**config.mk**
```make
export PLATFORM = sky130hd
export DESIGN_NAME = adc_conv_seq
export DESIGN_NICKNAME = d
export VERILOG_FILES = /design/src/rtl/adc_seq_pkg.sv /design/src/rtl/adc_strobe_det.sv /design/src/rtl/adc_conv_timer.sv /design/src/rtl/adc_par_port.sv /design/src/rtl/adc_conv_seq.sv
export SDC_FILE = /design/constraint.sdc
export NUM_CORES = 1
export LEC_CHECK = 0
export BUFFER_PORTS_ARGS = -buffer_cell sky130_fd_sc_hd__buf_2
export CAP_MARGIN = 20
export CORE_MARGIN = 2
export CORE_UTILIZATION = 49
export CTS_CLUSTER_SIZE = 40
export DETAILED_ROUTE_END_ITERATION = 8
export GPL_TIMING_DRIVEN = 1
export PLACE_DENSITY = 0.81
export RECOVER_POWER = 25
export SLEW_MARGIN = 20
export SYNTH_ARGS = -nofsm -noshare
export SYNTH_HDL_FRONTEND = slang
export SYNTH_SLANG_ARGS = --single-unit
export TNS_END_PERCENT = 5
```
**constraint.sdc**
```tcl
create_clock -name clk -period 2.35 [get_ports clk]
set_input_delay 0.3525 -clock clk [delete_from_list [all_inputs] [get_ports clk]]
set_output_delay 0.3525 -clock clk [all_outputs]
set_load 0.01 [all_outputs]
```
**src/rtl/adc_seq_pkg.sv**
```systemverilog
package adc_seq_pkg;

  typedef enum logic {
    SEQ_IDLE = 1'b0,
    SEQ_CONV = 1'b1
  } seq_state_t;

endpackage

```
**src/rtl/adc_strobe_det.sv**
```systemverilog
module adc_strobe_det #(
  parameter int RST_MIN_CYC = 2
) (
  input  logic clk,
  input  logic rst_n,
  input  logic cnv_start_n,
  input  logic conv_rst,
  output logic start_edge,
  output logic abort_act
);
  localparam int RCNT_W = $clog2(RST_MIN_CYC + 1);
  localparam logic [RCNT_W-1:0] RCNT_LAST = RCNT_W'(RST_MIN_CYC - 1);

  logic              cnv_q;
  logic [RCNT_W-1:0] rcnt_q, rcnt_d;

  // falling edge of the active-low strobe
  assign start_edge = cnv_q & ~cnv_start_n;

  // abort once the request has already been seen on RST_MIN_CYC-1 edges
  assign abort_act = conv_rst & (rcnt_q >= RCNT_LAST);

  always_comb begin
    rcnt_d = rcnt_q;
    if (!conv_rst) begin
      rcnt_d = '0;
    end else if (rcnt_q < RCNT_LAST) begin
      rcnt_d = rcnt_q + 1'b1;
    end
  end

  always_ff @(posedge clk or negedge rst_n) begin
    if (!rst_n) begin
      cnv_q  <= 1'b1;
      rcnt_q <= '0;
    end else begin
      cnv_q  <= cnv_start_n;
      rcnt_q <= rcnt_d;
    end
  end

endmodule

```
**src/rtl/adc_conv_timer.sv**
```systemverilog
module adc_conv_timer
  import adc_seq_pkg::*;
#(
  parameter int DATA_W   = 16,
  parameter int CONV_CYC = 125
) (
  input  logic              clk,
  input  logic              rst_n,
  input  logic              start_edge,
  input  logic              abort_act,
  input  logic [DATA_W-1:0] sar_result,
  output logic              busy,
  output logic              strobe_dropped,
  output logic [DATA_W-1:0] result_q
);
  localparam int CNT_W = $clog2(CONV_CYC);
  localparam logic [CNT_W-1:0] CNT_LOAD = CNT_W'(CONV_CYC - 1);
  localparam logic [CNT_W-1:0] CNT_CAP  = CNT_W'(1);

  seq_state_t       st_q, st_d;
  logic [CNT_W-1:0] cnt_q, cnt_d;
  logic             cap_en;
  logic             drop_set;
  logic             drop_q;

  always_comb begin
    st_d     = st_q;
    cnt_d    = cnt_q;
    cap_en   = 1'b0;
    drop_set = 1'b0;
    if (abort_act) begin
      st_d  = SEQ_IDLE;
      cnt_d = '0;
    end else begin
      unique case (st_q)
        SEQ_IDLE: begin
          if (start_edge) begin
            st_d  = SEQ_CONV;
            cnt_d = CNT_LOAD;
          end
        end
        SEQ_CONV: begin
          drop_set = start_edge;
          if (cnt_q == '0) begin
            st_d = SEQ_IDLE;
          end else begin
            cnt_d = cnt_q - 1'b1;
          end
          if (cnt_q == CNT_CAP) begin
            cap_en = 1'b1;
          end
        end
        default: st_d = SEQ_IDLE;
      endcase
    end
  end

  always_ff @(posedge clk or negedge rst_n) begin
    if (!rst_n) begin
      st_q  <= SEQ_IDLE;
      cnt_q <= '0;
    end else begin
      st_q  <= st_d;
      cnt_q <= cnt_d;
    end
  end

  always_ff @(posedge clk or negedge rst_n) begin
    if (!rst_n) begin
      result_q <= '0;
    end else if (cap_en) begin
      result_q <= sar_result;
    end
  end

  always_ff @(posedge clk or negedge rst_n) begin
    if (!rst_n) begin
      drop_q <= 1'b0;
    end else if (drop_set) begin
      drop_q <= 1'b1;
    end
  end

  assign busy           = (st_q == SEQ_CONV);
  assign strobe_dropped = drop_q;

endmodule

```
**src/rtl/adc_par_port.sv**
```systemverilog
module adc_par_port #(
  parameter int DATA_W = 16
) (
  input  logic [DATA_W-1:0] result_q,
  input  logic              cs_n,
  input  logic              rd_n,
  input  logic              ser_mode,
  input  logic              byte_swap,
  input  logic              straight_bin,
  output logic [DATA_W-1:0] data_out,
  output logic [DATA_W-1:0] data_oe
);
  localparam int BYTES = DATA_W / 8;

  logic [DATA_W-1:0] coded;
  logic              bus_en;

  // two's complement view: flip the top bit only
  always_comb begin
    coded = result_q;
    if (!straight_bin) begin
      coded[DATA_W-1] = ~result_q[DATA_W-1];
    end
  end

  for (genvar b = 0; b < BYTES; b++) begin : g_lane
    assign data_out[b*8 +: 8] = byte_swap ? coded[(BYTES-1-b)*8 +: 8]
                                          : coded[b*8 +: 8];
  end

  assign bus_en  = ~ser_mode & ~cs_n & ~rd_n;
  assign data_oe = {DATA_W{bus_en}};

endmodule

```
**src/rtl/adc_conv_seq.sv**
```systemverilog
module adc_conv_seq #(
  parameter int DATA_W      = 16,
  parameter int CONV_CYC    = 125,
  parameter int RST_MIN_CYC = 2
) (
  input  logic              clk,
  input  logic              rst_n,
  input  logic              cnv_start_n,
  input  logic              conv_rst,
  input  logic [DATA_W-1:0] sar_result,
  input  logic              cs_n,
  input  logic              rd_n,
  input  logic              ser_mode,
  input  logic              byte_swap,
  input  logic              straight_bin,
  output logic              busy,
  output logic [DATA_W-1:0] data_out,
  output logic [DATA_W-1:0] data_oe,
  output logic              strobe_dropped
);
  logic              start_edge;
  logic              abort_act;
  logic [DATA_W-1:0] result_q;

  adc_strobe_det #(.RST_MIN_CYC(RST_MIN_CYC)) u_det (
    .clk        (clk),
    .rst_n      (rst_n),
    .cnv_start_n(cnv_start_n),
    .conv_rst   (conv_rst),
    .start_edge (start_edge),
    .abort_act  (abort_act)
  );

  adc_conv_timer #(.DATA_W(DATA_W), .CONV_CYC(CONV_CYC)) u_timer (
    .clk           (clk),
    .rst_n         (rst_n),
    .start_edge    (start_edge),
    .abort_act     (abort_act),
    .sar_result    (sar_result),
    .busy          (busy),
    .strobe_dropped(strobe_dropped),
    .result_q      (result_q)
  );

  adc_par_port #(.DATA_W(DATA_W)) u_port (
    .result_q    (result_q),
    .cs_n        (cs_n),
    .rd_n        (rd_n),
    .ser_mode    (ser_mode),
    .byte_swap   (byte_swap),
    .straight_bin(straight_bin),
    .data_out    (data_out),
    .data_oe     (data_oe)
  );

endmodule

```
Word-level counts from Yosys, hierarchy flattened
Index checks and enable logic that the tools add are counted.
Widths: inputs -> output; s select.
{ "word_totals": {"register_bits": 28, "in_bits": 25, "out_inout_bits": 34, "word_cells": 44} }
{ "classes": {"add_sub_neg": 2, "order_cmp": 2, "eq_ne": 4, "n_mux": 18, "bitwise": 10, "reduce_logical": 2} }
{ "op_table": {"columns": ["operator", "count"], "rows": [
  ["$mux 7", 3],
  ["$mux 8", 2],
  ["$pmux 7 s2", 1],
  ["$mux 1", 9],
  ["$eq 7x1->1 const B", 1],
  ["$logic_not 7->1", 1],
  ["$sub 7x1->7 const B", 1],
  ["$not 1->1", 6],
  ["$and 1x1->1", 4],
  ["$mux 2", 2],
  ["$ne 3x2->1 const B", 1],
  ["$ne 3x3->1 const B", 1],
  ["$add 2x1->2 const B", 1],
  ["$ge 2x1->1 const B", 1],
  ["$lt 2x1->1 const B", 1],
  ["$ne 2x1->1 const B", 1],
  ["$pmux 1 s2", 1],
  ["$reduce_and 2->1", 1]
]} }

Logic depth before layout (Yosys ltp)
{ "depth": {"ltp_word": 5, "ltp_mapped": 6, "depth_no_buf": 5} }

Cells and area by module
From an unflattened synthesis, not the netlist that was laid out.
{ "hier_totals": {"hier_cells": 133, "hier_area_um2": 1686.6} }
{ "modules_own_cells": {"columns": ["mod", "n_inst", "cells_each", "area_per_inst_um2", "seq_area_each_um2"], "rows": [
  ["adc_conv_timer", 1, 84, 1151.1, 625.6],
  ["adc_par_port", 1, 36, 382.9, 0.0],
  ["adc_strobe_det", 1, 13, 152.6, 76.3]
]} }

Least setup slack after synthesis
Ideal clock, no wire load.
{ "synth_path": {"kind": "input -> output", "start": "in cs_n", "end": "out data_oe[0]", "t_arrival_ns": 1.520, "required_ns": 1.997, "slack_ns": 0.477, "cell_stages": 2, "path_buffers": 1, "cell_sequence": "nor3_1 > buf_4"} }
{ "synth_between": {"elab_chain_cells": 3} }
{ "synth_rtl": {"columns": ["item", "line_no", "rtl"], "rows": [
  ["start, declared", "adc_conv_seq.sv:11", "input logic cs_n,"],
  ["$not 1->1", "adc_par_port.sv:31", "assign bus_en = ~ser_mode & ~cs_n & ~rd_n;"],
  ["$and 1x1->1 (2 in a row)", "adc_par_port.sv:31", null],
  ["end, declared", "adc_conv_seq.sv:18", "output logic [DATA_W-1:0] data_oe,"]
]} }
No other way between the ends.

Worst setup path in the final report
{ "layout_path": {"start": "reg u_timer.cnt_q[0]", "end": "reg u_timer.cnt_q[1]"} }
{ "layout_between": {"elab_chain_cells": 4, "word_cells_on_any_way": 7, "cone_classes": "add/sub (1); eq/ne (1); mux (3); reduce/logical (2)"} }
{ "layout_rtl": {"columns": ["item", "line_no", "rtl"], "rows": [
  ["start, declared", "adc_conv_timer.sv:21", "logic [CNT_W-1:0] cnt_q, cnt_d;"],
  ["start signal, assigned", "adc_conv_timer.sv:64", "cnt_q <= cnt_d;"],
  ["$sub 7x1->7", "adc_conv_timer.sv:47", "cnt_d = cnt_q - 1'b1;"],
  ["$mux 7", "adc_conv_timer.sv:44", "if (cnt_q == '0) begin"],
  ["$pmux 7 s2", "adc_conv_timer.sv:35", "unique case (st_q)"],
  ["$mux 7", "adc_conv_timer.sv:31", "if (abort_act) begin"]
]} }
Several ways; a longest one is shown, not always the timed one. The select of a mux whose other input is x is not followed.
A chain may end at the register's enable or synchronous reset.

==> results.sh <==
export IMPL_status="finished, final reports clean"
export IMPL_tns_ns=0
export IMPL_ir_worst_vdd_mv=0.665
export IMPL_htree_levels=1
export IMPL_synth_distinct_cells=35
export IMPL_critPathMaxStageDelay_ns=0.59
export IMPL_utilization_pct=57.8
export IMPL_worstPathArrival_ns=2.23
export IMPL_grt_use_total_pct=16.1
export IMPL_hold_path_class="in2reg"
export IMPL_netSwitchingFraction_pct=37.4
export IMPL_critPathCaptureType="flop"
export IMPL_setup_viol=0
export IMPL_critical_path_top_delay_family="simple AND/OR/NAND/NOR gates"
export IMPL_routed_wl_um=2980
export IMPL_min_period_over_period_pct=84.0
export IMPL_pwr_share_clk_pct=11.8
export IMPL_finalMaxSlewViolations=0
export IMPL_worst_pin_slew_ns=1.45
export IMPL_hold_slack_ns=0.109
export IMPL_drv_max_cap_violation_count=0
export IMPL_syn_nets=180
export IMPL_initial_core_util_pct=50.5
export IMPL_ys_async_sr_fraction_pct=100
export IMPL_antenna_found_initial=0
export IMPL_die_x_um=62.2
export IMPL_p_switching_mw=0.727
export IMPL_path_class="reg2reg"
export IMPL_insertedDiodeCount=0
export IMPL_gp_congestion=0.795
export IMPL_overflow=0
export IMPL_synth_area_top_cells="dfrtp_1 (41%), mux2_2 (22%), buf_4 (7.2%)"
export IMPL_setup_ws_ns=0.375
export IMPL_wl_per_cell_um=12.6
export IMPL_max_freq_ghz=0.506
export IMPL_drive_above_1_share_pct=50.5
export IMPL_crit_buf_inv=1
export IMPL_p_int_mw=1.22
export IMPL_drt_iter0_drc=28
export IMPL_cts_tree="done"
export IMPL_ys_ff_latch=28
export IMPL_cts_hold_buf=0
export IMPL_placed_area_mm2=0.00186
export IMPL_synth_flop_cell="dfrtp_1"
export IMPL_finalClockSkew_ns=0.00134
export IMPL_min_period_ns=1.97
export IMPL_final_cells=236
export IMPL_final_cell_mix="buf_2 (56), mux2_2 (32), dfrtp_1 (27), a31oi_1 (6), nor2b_1 (5)"
export IMPL_p_comb_share_pct=43.3
export IMPL_synth_area_mm2=0.00166
export IMPL_cts_buffers=3
export IMPL_dp_hpwl_um=2110
export IMPL_cp_max_fo=9
export IMPL_synth_top_area_share_pct=40.8
export IMPL_cts_max_path_buffers=2
export IMPL_via_per_inst=5.03
export IMPL_die_h_um=62.2
export IMPL_p_per_area_mw_per_mm2=1020
export IMPL_crit_path_cell_trace="inv_1, ha_1, or4b_1, or3_1, a31oi_1"
export IMPL_critical_path_required_ns=2.60
export IMPL_muxShareOfSynthArea_pct=22.3
export IMPL_synth_xor_area_share_pct=1.06
export IMPL_postCtsResizedCells=0
export IMPL_core_area_mm2=0.00328
export IMPL_drc=0
export IMPL_final_common_cell="buf_2"
export IMPL_die_area_mm2=0.00386
export IMPL_synth_compound_area_share_pct=8.53
export IMPL_ys_seq_area_share_pct=42.3
export IMPL_synth_cells=151
export IMPL_start_kind="flop"
export IMPL_pwr_share_seq_pct=45.0
export IMPL_nets=220
export IMPL_place_inst=232
export IMPL_slew_headroom_pct=3.53
export IMPL_cts_setup_buffers=0
export IMPL_cp_slowest_cell="or4b_1"
export IMPL_port_buffers=58
export IMPL_synth_simple_area_share_pct=12.3
export IMPL_syn_area_per_cell_um2=11.0
export IMPL_place_ws_ns=0.416
export IMPL_hold_viol_final=0
export IMPL_grt_pass1_vias=1137
export IMPL_clock_sinks=28
export IMPL_grt_max_degree=29
export IMPL_final_area_mm2=0.00190
export IMPL_firstDrtPassIters=4
export IMPL_synth_top_family_by_area="multiplexers"
export IMPL_total_power_mw=1.94
export IMPL_clock_latency_ns=0.32
export IMPL_grt_pass1_wl_um=5240
export IMPL_synth_area_leader_cell="dfrtp_1"
export IMPL_synthAdderAreaFrac_pct=3.02
export IMPL_root_buffer="clkbuf_4"
export IMPL_area_growth_syn_to_layout_pct=14.4
export IMPL_postRouteAntennaNets=0
export IMPL_rows=21
export IMPL_yosysWarnings=0
export IMPL_num_io_pins=59
export IMPL_cellLeakagePower_nw=0.983
export IMPL_synth_edff_count=0
export IMPL_via_count=1186
export IMPL_clkSlewWorstSetupHoldPaths_ns=0.14
export IMPL_rsz0062_at_grt="false"
cells in the mapped netlist, types with 5 or more instances:
master   instances
a31oi_1          6
buf_4           16
dfrtp_1         27
mux2_2          32
nor2b_1          5
power groups by stage:
stage	logic [mW]	clock network [mW]	registers (mW)
after CTS	0.850	0.239	0.866
final	0.841	0.228	0.873
after global routing	0.947	0.253	0.910
after floorplan	0.677	0	0.803
after detailed placement	0.845	0	0.875
after global placement	0.825	0	0.867
worst reg2reg max path: stages (launching register included):
cell and delay (ns):
dfrtp_1 0.47, inv_1 0.11, ha_1 0.16, or4b_1 0.59, or3_1 0.40, a31oi_1 0.17
final timing paths:
kind | cells after the start | start | slack, ns | to
min reg2reg | 1 | u_timer.strobe_dropped | 0.50 | u_timer.strobe_dropped
max | 5 | u_timer.cnt_q[0] | 0.38 | u_timer.cnt_q[1]
max reg2reg | 5 | u_timer.cnt_q[0] | 0.38 | u_timer.cnt_q[1]
min in group asynchronous | 1 | rst_n | 0.34 | u_timer.result_q[13]
max in group asynchronous | 1 | rst_n | 1.17 | u_timer.cnt_q[0]
min | 1 | cnv_start_n | 0.11 | u_det.cnv_q
state kept, by name, summed over array words and instances (netlist names):
name / cells
u_timer.cnt_q: 7
u_det.cnv_q: 1
u_timer.strobe_dropped: 1
u_timer.busy: 1
u_det.rcnt_q: 2
u_timer.result_q: 16
routing by layer:
metal  vias to the layer above  global-route usage [%]  share of wire [%]
met1                       544                    23.1                 48
met4                         0                    4.17               0.44
met2                        36                    25.0                 45
met5                         -                       0                  0
li1                        604                       -                  -
met3                         2                    3.44                5.9
logic make-up (layout without fill, tap and decap cells):
group,after synthesis,count (layout)
buf+inv,29,68
xor+xnor,2,2
fa+ha+maj,4,4
mux,33,33
simple gates,34,34
compound gates,21,21
flops,28,28
final cells by class:
class,instances,area [µm²]
Tap cell,46,57.6
Inverter,4,15.0
Sequential cell,28,702
Multi-Input combinational cell,94,783
Fill cell,275,1390
Timing Repair Buffer,60,303
Clock buffer,4,36.3
(Power assumes the default switching activity.)
